$ cat src/rtl/xcam_pkg.sv
package xcam_pkg;

    typedef enum logic [1:0] {
        XS_INIT = 2'd0,
        XS_IDLE = 2'd1,
        XS_CLR  = 2'd2,
        XS_SET  = 2'd3
    } xcam_state_e;

endpackage

$ cat src/rtl/xcam_match_ram.sv
module xcam_match_ram #(
    parameter int ADDR_W = 4,
    parameter int WIDTH  = 8
) (
    input  logic              clk,
    input  logic              rst_n,
    input  logic              we,
    input  logic [ADDR_W-1:0] waddr,
    input  logic [WIDTH-1:0]  wmask,
    input  logic [WIDTH-1:0]  wdata,
    input  logic [ADDR_W-1:0] raddr,
    output logic [WIDTH-1:0]  rdata
);
    localparam int DEPTH = 1 << ADDR_W;

    logic [WIDTH-1:0] mem [DEPTH];

    // bit-masked write: only the masked bits of the word change
    always_ff @(posedge clk) begin
        if (we) begin
            mem[waddr] <= (mem[waddr] & ~wmask) | (wdata & wmask);
        end
    end

    always_ff @(posedge clk or negedge rst_n) begin
        if (!rst_n) begin
            rdata <= '0;
        end else begin
            rdata <= mem[raddr];
        end
    end

endmodule

$ cat src/rtl/xcam_entry_table.sv
module xcam_entry_table #(
    parameter int ENTRIES = 8,
    parameter int KEY_W   = 4,
    parameter int IDX_W   = 3
) (
    input  logic             clk,
    input  logic             rst_n,
    input  logic             we,
    input  logic [IDX_W-1:0] idx,
    input  logic [KEY_W-1:0] wkey,
    output logic [KEY_W-1:0] old_key,
    output logic             old_valid
);
    logic [KEY_W-1:0]   key_q [ENTRIES];
    logic [ENTRIES-1:0] valid_q;

    always_ff @(posedge clk) begin
        if (we) begin
            key_q[idx] <= wkey;
        end
    end

    always_ff @(posedge clk or negedge rst_n) begin
        if (!rst_n) begin
            valid_q <= '0;
        end else if (we) begin
            valid_q[idx] <= 1'b1;
        end
    end

    assign old_key   = key_q[idx];
    assign old_valid = valid_q[idx];

endmodule

$ cat src/rtl/xcam_prio_enc.sv
module xcam_prio_enc #(
    parameter int N     = 8,
    parameter int IDX_W = 3
) (
    input  logic [N-1:0]     match,
    output logic             hit,
    output logic [IDX_W-1:0] idx
);
    always_comb begin
        hit = |match;
        idx = '0;
        for (int i = N - 1; i >= 0; i--) begin
            if (match[i]) begin
                idx = IDX_W'(i);
            end
        end
    end

endmodule

$ cat src/rtl/xcam.sv
module xcam
    import xcam_pkg::*;
#(
    parameter  int ENTRIES = 8,
    parameter  int KEY_W   = 4,
    localparam int IDX_W   = (ENTRIES > 1) ? $clog2(ENTRIES) : 1
) (
    input  logic             clk,
    input  logic             rst_n,
    input  logic [KEY_W-1:0] srch_key,
    output logic             srch_hit,
    output logic [IDX_W-1:0] srch_idx,
    input  logic             wr_en,
    input  logic [IDX_W-1:0] wr_idx,
    input  logic [KEY_W-1:0] wr_key,
    output logic             busy
);
    localparam logic [KEY_W-1:0] LAST_WORD = {KEY_W{1'b1}};

    typedef struct packed {
        xcam_state_e      state;
        logic [KEY_W-1:0] cnt;
        logic [IDX_W-1:0] idx;
        logic [KEY_W-1:0] key;
        logic             srch_ok;
    } ctrl_t;

    ctrl_t c_d, c_q;

    logic               ram_we;
    logic [KEY_W-1:0]   ram_waddr;
    logic [ENTRIES-1:0] ram_wmask;
    logic [ENTRIES-1:0] ram_wdata;
    logic [ENTRIES-1:0] ram_rdata;
    logic [ENTRIES-1:0] sel_bit;
    logic [ENTRIES-1:0] match;
    logic               tbl_we;
    logic [KEY_W-1:0]   old_key;
    logic               old_valid;

    always_comb begin
        c_d        = c_q;
        ram_we     = 1'b0;
        ram_waddr  = '0;
        ram_wmask  = '0;
        ram_wdata  = '0;
        tbl_we     = 1'b0;
        sel_bit    = '0;
        sel_bit[c_q.idx] = 1'b1;
        c_d.srch_ok = (c_q.state == XS_IDLE);
        case (c_q.state)
            XS_INIT: begin
                ram_we    = 1'b1;
                ram_waddr = c_q.cnt;
                ram_wmask = '1;
                c_d.cnt   = c_q.cnt + 1'b1;
                if (c_q.cnt == LAST_WORD) begin
                    c_d.state = XS_IDLE;
                end
            end
            XS_IDLE: begin
                if (wr_en) begin
                    c_d.idx   = wr_idx;
                    c_d.key   = wr_key;
                    c_d.state = XS_CLR;
                end
            end
            XS_CLR: begin
                ram_we    = old_valid;
                ram_waddr = old_key;
                ram_wmask = sel_bit;
                c_d.state = XS_SET;
            end
            XS_SET: begin
                ram_we    = 1'b1;
                ram_waddr = c_q.key;
                ram_wmask = sel_bit;
                ram_wdata = sel_bit;
                tbl_we    = 1'b1;
                c_d.state = XS_IDLE;
            end
            default: c_d.state = XS_IDLE;
        endcase
    end

    always_ff @(posedge clk or negedge rst_n) begin
        if (!rst_n) begin
            c_q <= '{state: XS_INIT, cnt: '0, idx: '0, key: '0, srch_ok: 1'b0};
        end else begin
            c_q <= c_d;
        end
    end

    xcam_match_ram #(.ADDR_W(KEY_W), .WIDTH(ENTRIES)) u_ram (
        .clk   (clk),
        .rst_n (rst_n),
        .we    (ram_we),
        .waddr (ram_waddr),
        .wmask (ram_wmask),
        .wdata (ram_wdata),
        .raddr (srch_key),
        .rdata (ram_rdata)
    );

    xcam_entry_table #(.ENTRIES(ENTRIES), .KEY_W(KEY_W), .IDX_W(IDX_W)) u_tbl (
        .clk       (clk),
        .rst_n     (rst_n),
        .we        (tbl_we),
        .idx       (c_q.idx),
        .wkey      (c_q.key),
        .old_key   (old_key),
        .old_valid (old_valid)
    );

    assign match = c_q.srch_ok ? ram_rdata : '0;

    xcam_prio_enc #(.N(ENTRIES), .IDX_W(IDX_W)) u_enc (
        .match (match),
        .hit   (srch_hit),
        .idx   (srch_idx)
    );

    assign busy = (c_q.state != XS_IDLE);

    // the sweep visits consecutive words until it leaves
    a_r1_sweep_steps: assert property (@(posedge clk) disable iff (!rst_n)
        (c_q.state == XS_INIT) |=>
            ((c_q.state == XS_IDLE) || (c_q.cnt == $past(c_q.cnt) + 1'b1)));

    // no lower-numbered entry matched when a hit is reported
    a_r4_lowest_first: assert property (@(posedge clk) disable iff (!rst_n)
        srch_hit |-> ((match & ((ENTRIES'(1) << srch_idx) - 1'b1)) == '0));

    // the clear step is always followed by the set step, then idle
    a_r5_clr_then_set: assert property (@(posedge clk) disable iff (!rst_n)
        (c_q.state == XS_CLR) |=> (c_q.state == XS_SET));
    a_r5_set_then_free: assert property (@(posedge clk) disable iff (!rst_n)
        (c_q.state == XS_SET) |=> !busy);

    // a request during busy leaves the captured entry alone
    a_r7_req_ignored: assert property (@(posedge clk) disable iff (!rst_n)
        (busy && wr_en) |=> $stable(c_q.idx));

    // searches sampled while busy cannot hit
    a_r8_busy_miss: assert property (@(posedge clk) disable iff (!rst_n)
        busy |=> !srch_hit);

endmodule

$ cat config.mk
export PLATFORM = sky130hd
export DESIGN_NAME = xcam
export DESIGN_NICKNAME = d
export VERILOG_FILES = /design/src/rtl/xcam_pkg.sv /design/src/rtl/xcam_match_ram.sv /design/src/rtl/xcam_entry_table.sv /design/src/rtl/xcam_prio_enc.sv /design/src/rtl/xcam.sv
export SDC_FILE = /design/constraint.sdc
export NUM_CORES = 1
export LEC_CHECK = 0
export BUFFER_PORTS_ARGS = -buffer_cell sky130_fd_sc_hd__buf_2
export CELL_PAD_IN_SITES_DETAIL_PLACEMENT = 1
export CELL_PAD_IN_SITES_GLOBAL_PLACEMENT = 1
export CORE_ASPECT_RATIO = 0.5
export CORE_MARGIN = 3
export CORE_UTILIZATION = 55
export CTS_CLUSTER_SIZE = 8
export DETAILED_ROUTE_END_ITERATION = 7
export MAX_ROUTING_LAYER = met4
export PLACE_DENSITY_LB_ADDON = 0.1
export SLEW_MARGIN = 10
export SYNTH_ARGS = -nofsm -noshare
export SYNTH_HDL_FRONTEND = slang
export SYNTH_HIERARCHICAL = 1
export SYNTH_SLANG_ARGS = --single-unit
$ cat constraint.sdc
create_clock -name clk -period 8.5 [get_ports clk]
set_input_delay 0 -clock clk [delete_from_list [all_inputs] [get_ports clk]]
set_output_delay 0 -clock clk [all_outputs]
set_load 0.01 [all_outputs]
==> results of run 1 <==
==> final timing paths <==
kind | start | end | cells after the start
worst min-delay path | srch_key[3] | u_ram/rdata[1]$_DFF_PN0_ | 2
worst max register to register | c_q[5]$_DFFE_PN0P_ | u_ram/mem[8][3]$_DFFE_PP_ | 8
worst max-delay path | c_q[5]$_DFFE_PN0P_ | u_ram/mem[8][3]$_DFFE_PP_ | 8
max in group asynchronous | rst_n | u_ram/rdata[4]$_DFF_PN0_ | 2
worst min register to register | u_tbl/valid_q[5]$_DFFE_PN0P_ | u_tbl/valid_q[5]$_DFFE_PN0P_ | 1
min in group asynchronous | rst_n | c_q[12]$_DFFE_PN0P_ | 2
==> area by class of cell <==
| class | instances | area share [%] |
|---|---|---|
| flip-flops and latches | 190 | 56.8 |
| multi-input cells | 281 | 32.1 |
| clock buffers | 22 | 4.65 |
| well taps | 204 | 2.61 |
| repair buffers | 36 | 2.53 |
| clock inverters | 10 | 0.704 |
| inverters | 16 | 0.614 |
==> state kept, by name, summed over array words and instances, names as in the netlist <==
register,cells
u_ram/mem,128
c_q,14
u_ram/rdata,8
u_tbl/key_q,32
u_tbl/valid_q,8
==> cells in the final DEF (no fill, tap or decap), types with 9 or more instances in the layout <==
| cell type | n |
|---|---|
| mux4_2 | 32 |
| edfxtp_1 | 160 |
| nand2_1 | 9 |
| mux2_1 | 11 |
| a22oi_1 | 11 |
| clkbuf_16 | 17 |
| nor2_1 | 34 |
| nand2b_1 | 9 |
| buf_2 | 18 |
| a21oi_1 | 10 |
| inv_1 | 15 |
| dlygate4sd3_1 | 9 |
| a222oi_1 | 11 |
| mux2_2 | 34 |
| dfrtp_1 | 30 |
| mux4_1 | 26 |
==> per-stage QoR <==
step                      std cells  worst slack [ns]  utilization [%]  hold slack (ns)  instance area [sq um]
after global routing            759              3.24             62.6           0.0674                   9780
final                           759              3.58             62.6           0.0790                   9780
after global placement          715              3.90             58.5           0.0824                   9140
after detailed placement        715              3.65             58.5           0.0955                   9140
after floorplan                 514              5.15                -           -0.296                   8900
after CTS                       756              3.64             62.5           0.0535                   9750
==> repair_timing <==
action / CTS / global route
buffers inserted: 0 / 0
endpoints found under the hold margin: 38 / 0
hold buffers: 9 / 0
==> power breakdown <==
part           leakage (nW)  internal, W  switching, W
registers              1.79      0.00158      0.000169
logic                  1.26     0.000573      0.000951
clock network         0.243     0.000381      0.000339
total                  3.29      0.00253       0.00146
==> per-layer routing <==
metal  GRT usage [%]  vias up
met1            35.1     2711
met3            7.21       43
met2            44.5      213
met5               -        -
li1                -     2178
met4            9.97        0
==> logic make-up (layout without fill, tap and decap cells) <==
group / after synthesis / count (layout) / share of synthesized area, %
simple gates: 96 / 96 / 5.68
flops: 190 / 190 / 62.4
fa+ha+maj: 6 / 6 / 0.844
buf+inv: 43 / 84 / 2.64
xor+xnor: 3 / 3 / 0.295
compound gates: 64 / 64 / 5.54
mux: 112 / 112 / 22.5
==> results by group, run 1 <==
Run status
  • Status: finished clean

Timing
  • Min Tclk post-route: around 4.9 ns
  • Max Fclk: between 0.2 and 0.25 GHz
  • Final setup vio count: 0
  • Worst clock skew: about 0.0093 ns
  • Max-slew violations: 0
  • Worst rel slew slack: 13.5%
  • Slew @ Worst Pin: roughly 1.3 ns
  • Fin. Hold Viols: 0
  • Unrepaired setup endpoints after global routing: no
  • Setup TNS: 0 ns
  • Period utilization: 57.9%

Synthesis
  • Main synth FF type: edfxtp_1
  • Synth area leaders: edfxtp_1 54%, dfrtp_1 8.4%, mux4_2 8.1%, mux4_1 7.7%, mux2_2 4.3%
  • Syn. warnings: 6
  • Avg Synthesized Cell Area: around 17 sq um
  • Top cell type's share of synthesized area: between 50% and 60%
  • EDFF count, synth: 160
  • Area leader, netlist: edfxtp_1
  • Post-synth top cells: 160 x edfxtp_1, 36 x nor2_1, 34 x mux2_2, 32 x mux4_2, 30 x dfrtp_1
  • Asr flop ratio synth: between 10% and 20%
  • Distinct cells, synth: 57
  • Post-synthesis sequential area ratio: 62.4%
  • FF+latch count, synth: 190
  • Syn_nets: between 500 and 600
  • Syn Inst Count: about 510
  • Most numerous cell in the Yosys netlist: edfxtp_1
  • Netlist Area Pre-Place: roughly 0.0089 sq mm

Power and ir drop
  • Pwr dens: ~410 mW/mm^2
  • Design Power: 0.00399 W
  • Leak pwr: approximately 3.3 nW
  • Maximum VDD drop: 0.000232 V

Drt
  • Pre-antenna DRT Iters: 6
  • Met2 WL: roughly 11 mm
  • Post-DR vias/cell: between 6 and 7
  • Drt wl/cell: ~30 um
  • Metal3 WL: roughly 1.7 mm
  • # DRC: 0
  • Vias after detailed routing: approximately 5100
  • Uppermost layer routed: met4
  • Iter 0 DRT Violations: 619
  • Met1 Wirelength: around 9.4 mm
  • Final WL: around 23 mm
  • Final ANT Viol Nets: 0

Layout
  • Storage element area: between 0.005 and 0.006 sq mm
  • Share of layout cells above drive strength 1: around a quarter
  • Nets: roughly 560
  • Antenna cells: 0
  • # fillers: roughly 1300
  • Area of the multi-input gates: 0.00314 sq mm
  • P&R area growth vs syn: 9.90%

Worst setup path
  • CP peak stage delay: about 1 ns
  • Flop-to-flop setup slack: between 3 and 4 ns
  • Critical Path Source Type: flip-flop
  • Bufs and invs on worst path: 0
  • Slowest CP cell: a32oi_1
  • Crit-path cells: mux2_2, a22oi_1, o221ai_1, a222oi_1, nor2_1, nor3b_2, a222oi_1, a32oi_1
  • Worst Setup Path Type: reg -> reg
  • Most used cell, CP: a222oi_1
  • Endpoint class of the critical path: flip-flop
  • Worst endpoint data arrival time: around 5 ns
  • CP delay by family, top: compound AO/OA/AOI/OAI gates
  • CP required: between 8 and 9 ns
  • Worst-path maximum fanout: 24

CTS
  • Cts repair resizes: 0
  • Worst-path clk slew: roughly 0.070 ns
  • Clk root buf: clkbuf_16
  • H-tree Lvls: 4
  • Worst-Skew Late Latency: between 0.4 and 0.5 ns
  • CTS Buf Count: 17
  • Max Root-Sink Buffers: 2
  • CTS sink count: between 150 and 200
  • CTS tree: built

Placement
  • DP HPWL: around 15 mm
  • Routability-driven placement congestion ratio: between 0.8 and 0.9
  • IO buf count: 18

Global routing
  • All-Layer GR Usage: 27.8%
  • Grt total ovfl: 0
  • Initial antenna violation count: 0
  • First-pass GRT wire length: approximately 34 mm
  • Largest net degree at the start of global routing: 56
  • Vias in the first global route: roughly 5400

Floorplanning
  • Die area: 0.0178 sq mm
  • CORE AREA: approximately 0.016 sq mm
  • # IOs: 19
  • Row count: 32
  • Starting density of the core: ~57%
  • Die width: around 190 um
  • Die Span Y: 95.9 um

Min path
  • Hold Path Class: in -> reg

Flow run
  • Max_cap viols: 0
(Power assumes the default switching activity.)
==> inputs of run 2 (changes only) <==
--- a/config.mk
+++ b/config.mk
@@ -5,12 +5,13 @@
 export SDC_FILE = /design/constraint.sdc
 export NUM_CORES = 1
 export LEC_CHECK = 0
+export ABC_AREA = 1
 export BUFFER_PORTS_ARGS = -buffer_cell sky130_fd_sc_hd__buf_2
 export CELL_PAD_IN_SITES_DETAIL_PLACEMENT = 1
 export CELL_PAD_IN_SITES_GLOBAL_PLACEMENT = 1
 export CORE_ASPECT_RATIO = 0.5
 export CORE_MARGIN = 3
-export CORE_UTILIZATION = 55
+export CORE_UTILIZATION = 44
 export CTS_CLUSTER_SIZE = 8
 export DETAILED_ROUTE_END_ITERATION = 7
 export MAX_ROUTING_LAYER = met4
==> constraint.sdc (replaced) <==
create_clock -name clk -period 4.1 [get_ports clk]
set_input_delay 0 -clock clk [delete_from_list [all_inputs] [get_ports clk]]
set_output_delay 0 -clock clk [all_outputs]
set_load 0.01 [all_outputs]
==> results by group, run 2 <==
Layout
  • Commonest non-fill, non-tap cell in the layout: nand2_1
  • Share of layout cells above drive strength 1: 10.3% (-15 points)
  • # fillers: 2504 (+86%)
  • Storage element area: 0.00556 sq mm (unchanged)
  • Biggest register: u_ram/mem
  • Nets: 1188 (+110%)
  • Antenna cells: 0 (unchanged)
  • Regs by FF count: u_ram/mem (128), u_tbl/key_q (32), c_q (14)
  • Most frequent cells in the layout: 394 x nand2_1, 160 x edfxtp_1, 117 x nor2_1
  • Core Util, Final: 51.9% (-11 points)
  • Largest register FFs: 128 (unchanged)
  • Area of the multi-input gates: 0.00340 sq mm (+8.4%)
  • P&R area growth vs syn: 13.3%

Power and ir drop
  • Pwr dens: 855 mW/mm^2 (+110%)
  • Switching Fraction: 43.8% (+7.3 points)
  • Clk pwr share: 18.0% (about the same)
  • Comb power frac: 45.8% (+7.6 points)
  • Design Power: 0.00933 W (+130%)
  • Maximum VDD drop: 0.000319 V (+38%)
  • Sw Pwr: 0.00409 W (+180%)
  • Leak pwr: 4.72 nW (+43%)
  • Power Internal: 0.00524 W (+110%)
  • Reg power frac: 36.2% (-7.6 points)

Global routing
  • Vias in the first global route: 8164 (+51%)
  • Largest net degree at the start of global routing: 70 (+25%)
  • Initial antenna violation count: 0 (unchanged)
  • All-Layer GR Usage: 27.5% (-0.32 points)
  • First-pass GRT wire length: 47.8 mm (+42%)
  • Grt total ovfl: 0 (unchanged)

Worst setup path
  • Worst r2r path cells: 16 (+8)
  • RR Endpoint: u_ram/mem[13][0]$_DFFE_PP_
  • Flop-to-flop setup slack: 0.49 ns (-3.08 ns)
  • CP required: 4.21 ns (-4.35 ns)
  • Worst endpoint data arrival time: 3.72 ns (-1.27 ns)
  • RR Startpoint: c_q[6]$_DFFE_PN0P_
  • Critical Path Source Type: flip-flop
  • Endpoint class of the critical path: flip-flop
  • Worst Setup Path Type: reg -> reg
  • Worst-path maximum fanout: 17 (-29%)
  • Critical Path Source: c_q[6]$_DFFE_PN0P_

CTS
  • CTS sink count: 190 (unchanged)
  • H-tree Lvls: 4 (unchanged)
  • Worst-path clk slew: 0.07 ns (about the same)
  • Worst-Skew Late Latency: 0.45 ns (+0.02 ns)
  • Clk root buf: clkbuf_16
  • CTS tree: built
  • CTS Buf Count: 17 (unchanged)
  • Max Root-Sink Buffers: 2 (unchanged)
  • Cts repair resizes: 0 (unchanged)

Drt
  • Post-DR vias/cell: 5.43 (-20%)
  • # DRC: 0 (unchanged)
  • Pre-antenna DRT Iters: 5 (-1)
  • Drt wl/cell: 21.1 um (-29%)
  • Iter 0 DRT Violations: 801 (+29%)
  • Vias after detailed routing: 8005 (+56%)
  • Final WL: 31.1 mm (+38%)
  • Final ANT Viol Nets: 0 (unchanged)

Placement
  • Routability-driven placement congestion ratio: 0.927 (+8.2%)
  • DP HPWL: 21.1 mm (+42%)
  • IO buf count: 18 (unchanged)

Timing
  • Worst clock skew: 0.0110 ns (+0.00175 ns)
  • Worst rel slew slack: 19.7% (+6.2 points)
  • Max-slew violations: 0 (unchanged)
  • Min Tclk post-route: 3.61 ns (-1.32 ns)
  • Setup TNS: 0 ns (unchanged)
  • Fin. Hold Viols: 0 (unchanged)
  • Final setup vio count: 0 (unchanged)
  • Slew @ Worst Pin: 1.20 ns (-0.0876 ns)
  • Max Fclk: 0.277 GHz (+36%)
  • Unrepaired setup endpoints after global routing: no
  • Period utilization: 88.0% (+30 points)

Floorplanning
  • # IOs: 19 (unchanged)
  • Row count: 37 (+16%)
  • Die width: 215 um (+16%)
  • Die Span Y: 111 um (+15%)
  • Die area: 0.0238 sq mm (+34%)
  • Starting density of the core: 45.8% (-11 points)
  • CORE AREA: 0.0210 sq mm (+35%)

Synthesis
  • Post-synth top cells: 394 x nand2_1, 160 x edfxtp_1, 117 x nor2_1, 98 x nand3_1, 89 x inv_1
  • Synth area leaders: edfxtp_1 50%, nand2_1 15%, dfrtp_1 7.8%, nand3_1 5.1%, nor2_1 4.6%
  • Most numerous cell in the Yosys netlist: nand2_1
  • Top cell type's share of synthesized area: 49.9% (-4.1 points)
  • Syn. warnings: 6 (unchanged)
  • Syn_nets: 1137 (+110%)
  • Avg Synthesized Cell Area: 8.62 sq um (-50%)
  • Main synth FF type: edfxtp_1
  • FF+latch count, synth: 190 (unchanged)
  • Netlist Area Pre-Place: 0.00963 sq mm (+8.2%)
  • Post-synthesis sequential area ratio: 57.7% (-4.8 points)
  • EDFF count, synth: 160 (unchanged)
  • Syn Inst Count: 1117 (+120%)
  • Asr flop ratio synth: 15.8% (unchanged)
  • Area leader, netlist: edfxtp_1
  • Distinct cells, synth: 28 (-51%)

Run status
  • Status: finished clean

Flow run
  • Max_cap viols: 0 (unchanged)

Min path
  • Hold Path Class: in -> async
run 2: cell count changes after synthesis, sizes merged, moves of 18 or more:
cell    before  now
nor2        36  118
o21ai        7   86
buf         22   40
mux2        46    1
o211ai       0   20
inv         16   98
nand3        3   98
nand2       10  397
mux4        58    0
run 2: how the worst max path moves through the flow:
stage                                 endpoint  slack [ns]  cells past startpoint
global placement    u_ram/mem[12][0]$_DFFE_PP_        0.73                     17
CTS                 u_ram/mem[13][0]$_DFFE_PP_        0.55                     17
detailed placement  u_ram/mem[12][0]$_DFFE_PP_        0.59                     17
global route        u_ram/mem[13][0]$_DFFE_PP_        0.19                     17
floorplan            u_ram/mem[0][5]$_DFFE_PP_        1.54                     20
finish              u_ram/mem[13][0]$_DFFE_PP_        0.49                     16
run 2: worst max-delay path, stage by stage (launching register included):
cell     delay [ns]
dfrtp_1        0.71
nand2_1        0.24
inv_2          0.14
nand3_1        0.08
nand2_1        0.07
inv_1          0.06
nand2_1        0.07
nand2_1        0.05
nand3_1        0.09
nand2_1        0.14
inv_2          0.29
nand3_1        0.12
nand4_1        0.19
nand2_1        0.09
nand2_1        0.13
nor2_1         0.06
nor2_1         0.75
run 2: repair_timing:
| item | in CTS | in global routing |
|---|---|---|
| hold buffers | 14 | 0 |
| buffers inserted | 0 | 0 |
| endpoints found under the hold margin | 42 | 0 |
| endpoints found under the setup margin | 0 | 0 |
run 2: metrics by stage:
| stage | instance area, sq um | instances | hold slack [ns] | worst slack, ns |
|---|---|---|---|---|
| 2_1_floorplan | 9630 | 1117 | -0.296 | 1.54 |
| 3_3_place_gp | 10200 | 1427 | 0.101 | 0.727 |
| 3_5_place_dp | 10200 | 1427 | 0.111 | 0.586 |
| 4_1_cts | 10900 | 1473 | 0.172 | 0.552 |
| 5_1_grt | 10900 | 1473 | 0.222 | 0.191 |
| 6_report | 10900 | 1473 | 0.137 | 0.492 |
run 2: final cells by class:
class / instances / share of cell area, %
timing repair buffer: 86 / 5.83
inverter: 98 / 3.39
sequential: 190 / 50.9
clock buffer: 19 / 4.06
tap: 292 / 3.35
clock inverter: 13 / 1.28
multi-input combinational: 775 / 31.2
run 2: kinds of logic (layout without fill, tap and decap cells):
kind of cell | count (synthesis) | in the layout | synth area share (%)
AND/OR/NAND/NOR | 631 | 631 | 26.6
flip-flops | 190 | 190 | 57.7
XOR/XNOR | 3 | 3 | 0.273
adder cells (fa/ha/maj) | 6 | 6 | 0.780
multiplexers | 1 | 1 | 0.117
buffers and inverters | 152 | 216 | 7.00
AO/OA/AOI/OAI | 134 | 134 | 7.50
run 2: metal layers:
layer | track usage, % | share of wire (%) | vias up
met5 | - | 0 | -
met4 | 7.34 | 1.6 | 0
met3 | 5.91 | 6.6 | 41
met2 | 44.7 | 48 | 234
met1 | 35.1 | 44 | 3960
li1 | - | - | 3770
run 2: power by group through the flow:
stage	logic [W]	registers [W]	clock network, W
finish	0.00427	0.00338	0.00168
global placement	0.00406	0.00340	0
global route	0.00475	0.00343	0.00178
CTS	0.00425	0.00339	0.00170
floorplan	0.00267	0.00333	0
detailed placement	0.00420	0.00343	0
